==> src/rtl/dbin_pkg.sv <==
package dbin_pkg;

    localparam int LEVEL_W = 2;

    typedef enum logic [LEVEL_W-1:0] {
        LVL_LOW  = 2'd0,
        LVL_MID  = 2'd1,
        LVL_HIGH = 2'd2,
        LVL_BAD  = 2'd3
    } level_e;

    typedef struct packed {
        logic valid;
        logic bit_v;
    } tx_sym_t;

    typedef struct packed {
        logic valid;
        logic data;
        logic err;
    } rx_dec_t;

    // The middle level means the data bit differed from the previous one
    // after precoding, which is exactly a data 1.
    function automatic rx_dec_t slice_level(input level_e lvl);
        rx_dec_t r;
        r.valid = 1'b1;
        unique case (lvl)
            LVL_MID: begin r.data = 1'b1; r.err = 1'b0; end
            LVL_BAD: begin r.data = 1'b0; r.err = 1'b1; end
            default: begin r.data = 1'b0; r.err = 1'b0; end
        endcase
        return r;
    endfunction

endpackage

==> src/rtl/dbin_precoder.sv <==
module dbin_precoder
    import dbin_pkg::*;
(
    input  logic clk,
    input  logic rst,
    input  logic in_valid,
    input  logic in_data,
    output logic out_valid,
    output logic out_bit
);
    tx_sym_t sym_q;

    always_ff @(posedge clk) begin
        if (rst) begin
            sym_q <= '0;
        end else begin
            sym_q.valid <= in_valid;
            if (in_valid)
                sym_q.bit_v <= in_data ^ sym_q.bit_v;
        end
    end

    assign out_valid = sym_q.valid;
    assign out_bit   = sym_q.bit_v;

    // a data 1 toggles the line, a data 0 repeats it
    a_r2_toggle_on_one: assert property (@(posedge clk) disable iff (rst)
        (in_valid && in_data) |=> (out_bit != $past(out_bit)));
    a_r2_repeat_on_zero: assert property (@(posedge clk) disable iff (rst)
        (in_valid && !in_data) |=> $stable(out_bit));
    // idle cycles leave the state alone
    a_r3_idle_hold: assert property (@(posedge clk) disable iff (rst)
        !in_valid |=> $stable(out_bit));
    // valid delayed by one cycle
    a_r4_valid_delay: assert property (@(posedge clk) disable iff (rst)
        in_valid |=> out_valid);
    a_r4_invalid_delay: assert property (@(posedge clk) disable iff (rst)
        !in_valid |=> !out_valid);

endmodule

==> src/rtl/dbin_slicer.sv <==
module dbin_slicer
    import dbin_pkg::*;
(
    input  logic               clk,
    input  logic               rst,
    input  logic               in_valid,
    input  logic [LEVEL_W-1:0] in_level,
    output logic               out_valid,
    output logic               out_data,
    output logic               out_err
);
    rx_dec_t dec_d;
    rx_dec_t dec_q;

    always_comb begin
        dec_d = slice_level(level_e'(in_level));
    end

    always_ff @(posedge clk) begin
        if (rst) begin
            dec_q <= '0;
        end else begin
            dec_q.valid <= in_valid;
            if (in_valid) begin
                dec_q.data <= dec_d.data;
                dec_q.err  <= dec_d.err;
            end else begin
                dec_q.err  <= 1'b0;
            end
        end
    end

    assign out_valid = dec_q.valid;
    assign out_data  = dec_q.data;
    assign out_err   = dec_q.err;

    // middle level gives a one
    a_r5_mid_is_one: assert property (@(posedge clk) disable iff (rst)
        (in_valid && in_level == 2'd1) |=> (out_data && !out_err));
    // outer levels give a zero
    a_r6_outer_is_zero: assert property (@(posedge clk) disable iff (rst)
        (in_valid && (in_level == 2'd0 || in_level == 2'd2)) |=> (!out_data && !out_err));
    // error flag only on code 3 and never with a data 1
    a_r7_bad_flags: assert property (@(posedge clk) disable iff (rst)
        (in_valid && in_level == 2'd3) |=> out_err);
    a_r7_err_no_data: assert property (@(posedge clk) disable iff (rst)
        out_err |-> !out_data);
    // idle cycles hold data and clear the error
    a_r8_idle_hold: assert property (@(posedge clk) disable iff (rst)
        !in_valid |=> ($stable(out_data) && !out_err && !out_valid));

endmodule

==> src/rtl/dbin_codec.sv <==
module dbin_codec
    import dbin_pkg::*;
(
    input  logic       clk,
    input  logic       rst,
    input  logic       tx_valid_i,
    input  logic       tx_data_i,
    output logic       tx_valid_o,
    output logic       tx_bit_o,
    input  logic       rx_valid_i,
    input  logic [1:0] rx_level_i,
    output logic       rx_valid_o,
    output logic       rx_data_o,
    output logic       rx_err_o
);
    dbin_precoder u_tx (
        .clk       (clk),
        .rst       (rst),
        .in_valid  (tx_valid_i),
        .in_data   (tx_data_i),
        .out_valid (tx_valid_o),
        .out_bit   (tx_bit_o)
    );

    dbin_slicer u_rx (
        .clk       (clk),
        .rst       (rst),
        .in_valid  (rx_valid_i),
        .in_level  (rx_level_i),
        .out_valid (rx_valid_o),
        .out_data  (rx_data_o),
        .out_err   (rx_err_o)
    );

    // the first cycle out of reset shows cleared outputs
    a_r1_reset_clear: assert property (@(posedge clk)
        $past(rst) |-> (!tx_valid_o && !tx_bit_o && !rx_valid_o && !rx_data_o && !rx_err_o));

endmodule

==> config.mk <==
export PLATFORM = sky130hd
export DESIGN_NAME = dbin_codec
export DESIGN_NICKNAME = d
export VERILOG_FILES = /design/src/rtl/dbin_pkg.sv /design/src/rtl/dbin_precoder.sv /design/src/rtl/dbin_slicer.sv /design/src/rtl/dbin_codec.sv
export SDC_FILE = /design/constraint.sdc
export NUM_CORES = 1
export LEC_CHECK = 0
export ABC_CLOCK_PERIOD_IN_PS = 900
export BUFFER_PORTS_ARGS = -buffer_cell sky130_fd_sc_hd__clkbuf_2
export CAP_MARGIN = 20
export CORE_AREA = 2 2 39 41
export CTS_CLUSTER_SIZE = 10
export DETAILED_ROUTE_END_ITERATION = 12
export DIE_AREA = 0 0 41 43
export HOLD_SLACK_MARGIN = 0.02
export PLACE_DENSITY = 0.3
export SYNTH_ARGS = -nofsm -noshare
export SYNTH_HDL_FRONTEND = slang
export SYNTH_SLANG_ARGS = --single-unit
==> constraint.sdc <==
create_clock -name clk -period 0.9 [get_ports clk]
set_input_delay 0.045 -clock clk [delete_from_list [all_inputs] [get_ports clk]]
set_output_delay 0.045 -clock clk [all_outputs]
set_load 0.01 [all_outputs]
After elaboration in Yosys (flattened, before gate mapping)
Index checks and enable logic that the tools add are counted.

operators by class
  equal/unequal tests = 2
  muxes and demuxes = 1
  bitwise logic cells = 2
  reduce and logical (&&, ||, !) cells = 1

operator list
  operator                                              number
  one-hot mux 2 bit (2 select lines)                    1
  equality test 2 x 1 -> 1 bit (second input constant)  1
  equality test 2 bit (second input constant)           1
  OR reduction 2 bit                                    1
  NOT 1 bit                                             1
  bitwise XOR 1 bit                                     1

storage, ports and cells
  flip-flop bits (word level) = 5
  output and inout port bits = 5
  logic and storage cells = 11

Longest topological paths before layout
  depth after elaboration = 2
  depth in mapped cells = 2
  mapped depth without buffers = 2

By module
A second synthesis with hierarchy kept.

second synthesis, totals
  cells, all modules = 14
  area, all modules = 171.4 um^2

by module, submodules not included
  module         instances  cells an instance  area an instance (um^2)
  dbin_slicer    1          8                  98.8
  dbin_precoder  1          6                  72.6

Worst setup path after synthesis
No wires, ideal clock.

  kind = register to register
  start = register u_tx.sym_q, in the netlist u_tx.out_bit
  end = register u_tx.sym_q, in the netlist u_tx.out_bit
  library setup time = 0.070 ns
  arrival = 0.658 ns
  data required time = 0.830 ns
  path slack = 0.172 ns
  cell stages (with the launch flop) = 3
  buffers on the path = 0
  clock period less this slack = 0.728 ns
  cells stage by stage = dfxtp_1 -> a21bo_1 -> a21oi_1

between the ends
  cells in the longest elaborated chain, start to end = 1

ends and longest elaborated chain
  what                RTL line             RTL
  start: declaration  dbin_precoder.sv:11  tx_sym_t sym_q;
  bitwise XOR 1 bit   dbin_precoder.sv:19  sym_q.bit_v <= in_data ^ sym_q.bit_v;

No other way between the ends.
A chain may end at the register's enable or synchronous reset.

Final worst setup path
  start = register u_tx.sym_q, in the netlist u_tx.out_bit
  end = output port tx_bit_o

RTL lines
  what              RTL line         RTL
  end: declaration  dbin_codec.sv:9  output logic tx_bit_o,

No word-level cell between the ends.

==> impl_metrics.json <==
{
  "crit_chain": "clkbuf_2",
  "setup_slack_ns": 0.152,
  "grt_pass1_vias": 160,
  "tightest_slew_ns": 0.120,
  "synth_top_family_by_area": "simple AND/OR/NAND/NOR gates",
  "ys_ff_latch": 5,
  "cp.buffers_inverters": 1,
  "power_mw": 0.544,
  "worstPathRequired_ns": 0.85,
  "initial_core_util_pct": 12.2,
  "clkTransAtPathRegs_ns": 0.04,
  "hold_buffers": 0,
  "slowest_stage": "dfxtp_1",
  "max_freq_ghz": 1.34,
  "grt_pass1_wl_um": 614,
  "final_core_util_pct": 19.5,
  "row_count": 14,
  "fin_setup_tns_ns": 0,
  "grt_max_degree": 5,
  "clk_path_buf_depth": 2,
  "cts_tree": "built",
  "startpoint_type": "flip-flop",
  "netlist_top_cells_area": "dfxtp_1 59%, nand3b_1 8.9%, nor2b_4 8.1%",
  "cts.sinks": 5,
  "synth_largest_area_cell": "dfxtp_1",
  "p_seq_share_pct": 43.6,
  "period_minus_slack_ns": 0.748,
  "ys_types": 8,
  "finalClockSkew_ns": 0,
  "pre_cts_ws_ns": 0.186,
  "antenna_found_initial": 0,
  "leakagePower_nw": 0.133,
  "most-common-layout-cells": "11 x clkbuf_2, 5 x dfxtp_1, 3 x clkbuf_4, 2 x nand3b_1, 2 x a21oi_1",
  "maxCapViolCount": 0,
  "die_x_um": 41,
  "grt-ovfl-total": 0,
  "dp.cells": 41,
  "cp_max_fo": 3,
  "ioPinCount": 12,
  "final_min_period_over_clock_period_pct": 83.1,
  "postRouteAntennaNets": 0,
  "pwr_density_cell_nw_per_um2": 2010,
  "yosys-mux-area-fraction_pct": 0,
  "design.die.area_um2": 1760,
  "drive_gt1_share_pct": 51.7,
  "clockRootBuffer": "clkbuf_4",
  "rsz0062_at_grt": "false",
  "drv_slew": 0,
  "core_area_um2": 1380,
  "place_area_um2": 244,
  "final_common_cell": "clkbuf_2",
  "critPathCaptureType": "primary output",
  "vias": 159,
  "max_slew_margin_pct": 92.0,
  "cpLargestDelayFamily": "flip-flops",
  "wl_per_cell_um": 8.67,
  "drt-total-wl_um": 390,
  "setup_viol": 0,
  "drcViolationCount": 0,
  "grt_usage_pct": 6.12,
  "routed_via_density": 3.53,
  "synth_area_per_cell_um2": 12.1,
  "synthAdderAreaFrac_pct": 0,
  "cts_resized": 0,
  "path_class": "flip-flop to primary output",
  "power.share.switching_pct": 21.2,
  "p_int_mw": 0.429,
  "clock_power_share_pct": 46.9,
  "clock_latency_ns": 0.24,
  "p_switching_mw": 0.115,
  "ys_seq_area_share_pct": 59.3,
  "n_antenna_cell": 0,
  "synth_xor_area_share_pct": 0,
  "synth-simple-area-share_pct": 28.9,
  "cts_buffers": 3,
  "hold_viol_final": 0,
  "port_buffers": 11,
  "gp_congestion": 0.621,
  "combinationalPowerShare_pct": 9.5,
  "dr.pass1.iters": 2,
  "slowest_delay_ns": 0.33,
  "ir_worst_vdd_uv": 667,
  "status": "finished, final reports clean",
  "hold_ws_ns": 0.0469,
  "die_h_um": 43,
  "nets": 37,
  "drt_iter0_markers": 3,
  "critical_path_arrival_ns": 0.70,
  "synth_compound_area_share_pct": 11.9,
  "final_area_um2": 270,
  "synthCells": 14,
  "worstHoldPathType": "input port to flip-flop",
  "fin_cells": 45,
  "syn_nets": 21,
  "yosys_warnings": 0,
  "syn_to_final_growth_pct": 60.0,
  "synthesis.area_um2": 169,
  "yosysTopAreaCellShare_pct": 59.3,
  "cts_setup_buffers": 0,
  "htree_levels": 1
}
==> cell type report <==
class | instances | area (um2)
Fill cell | 156 | 1110
Sequential cell | 5 | 100
Multi-Input combinational cell | 9 | 68.8
Timing Repair Buffer | 11 | 55.1
Clock buffer | 4 | 26.3
Tap cell | 16 | 20.0
==> state kept, by name, indices dropped and copies added (netlist names) <==
name            count
u_tx.out_valid      1
u_rx.out_valid      1
u_rx.out_err        1
u_tx.out_bit        1
u_rx.out_data       1
==> cell usage after synthesis (all sizes together) <==
cell type,number
nor2b,1
a21bo,1
nand3b,2
and3,1
and2b,1
nand2b,1
a21oi,2
dfxtp,5
==> cells by family after synthesis <==
group	Yosys count
flops	5
compound gates	3
simple gates	6
==> power groups by stage <==
stage / Combinational [mW] / Clock, mW / Sequential [mW]
4_1_cts: 0.0529 / 0.277 / 0.237
2_1_floorplan: 0.0163 / 0 / 0.246
5_1_grt: 0.0583 / 0.295 / 0.238
3_3_place_gp: 0.0520 / 0 / 0.240
6_report: 0.0518 / 0.255 / 0.237
3_5_place_dp: 0.0526 / 0 / 0.241
==> path summary, 6_finish.rpt <==
check | startpoint | to | slack (ns) | depth (start not counted)
worst max-delay path | u_tx.out_bit$_SDFFE_PP0P_ | tx_bit_o | 0.15 | 1
worst min-delay path | rst | u_rx.out_valid$_SDFF_PP0_ | 0.05 | 2
worst max register to register | u_tx.out_bit$_SDFFE_PP0P_ | u_tx.out_bit$_SDFFE_PP0P_ | 0.20 | 2
worst min register to register | u_rx.out_data$_SDFFE_PP0P_ | u_rx.out_data$_SDFFE_PP0P_ | 0.46 | 2
==> layer usage <==
metal,global-route usage [%],up-vias,wire (um)
met5,0,-,0
met4,4.00,0,0
met3,7.85,0,84
met2,7.50,14,156
met1,5.13,67,150
li1,-,78,-
Power figures use the tool's default switching activity.
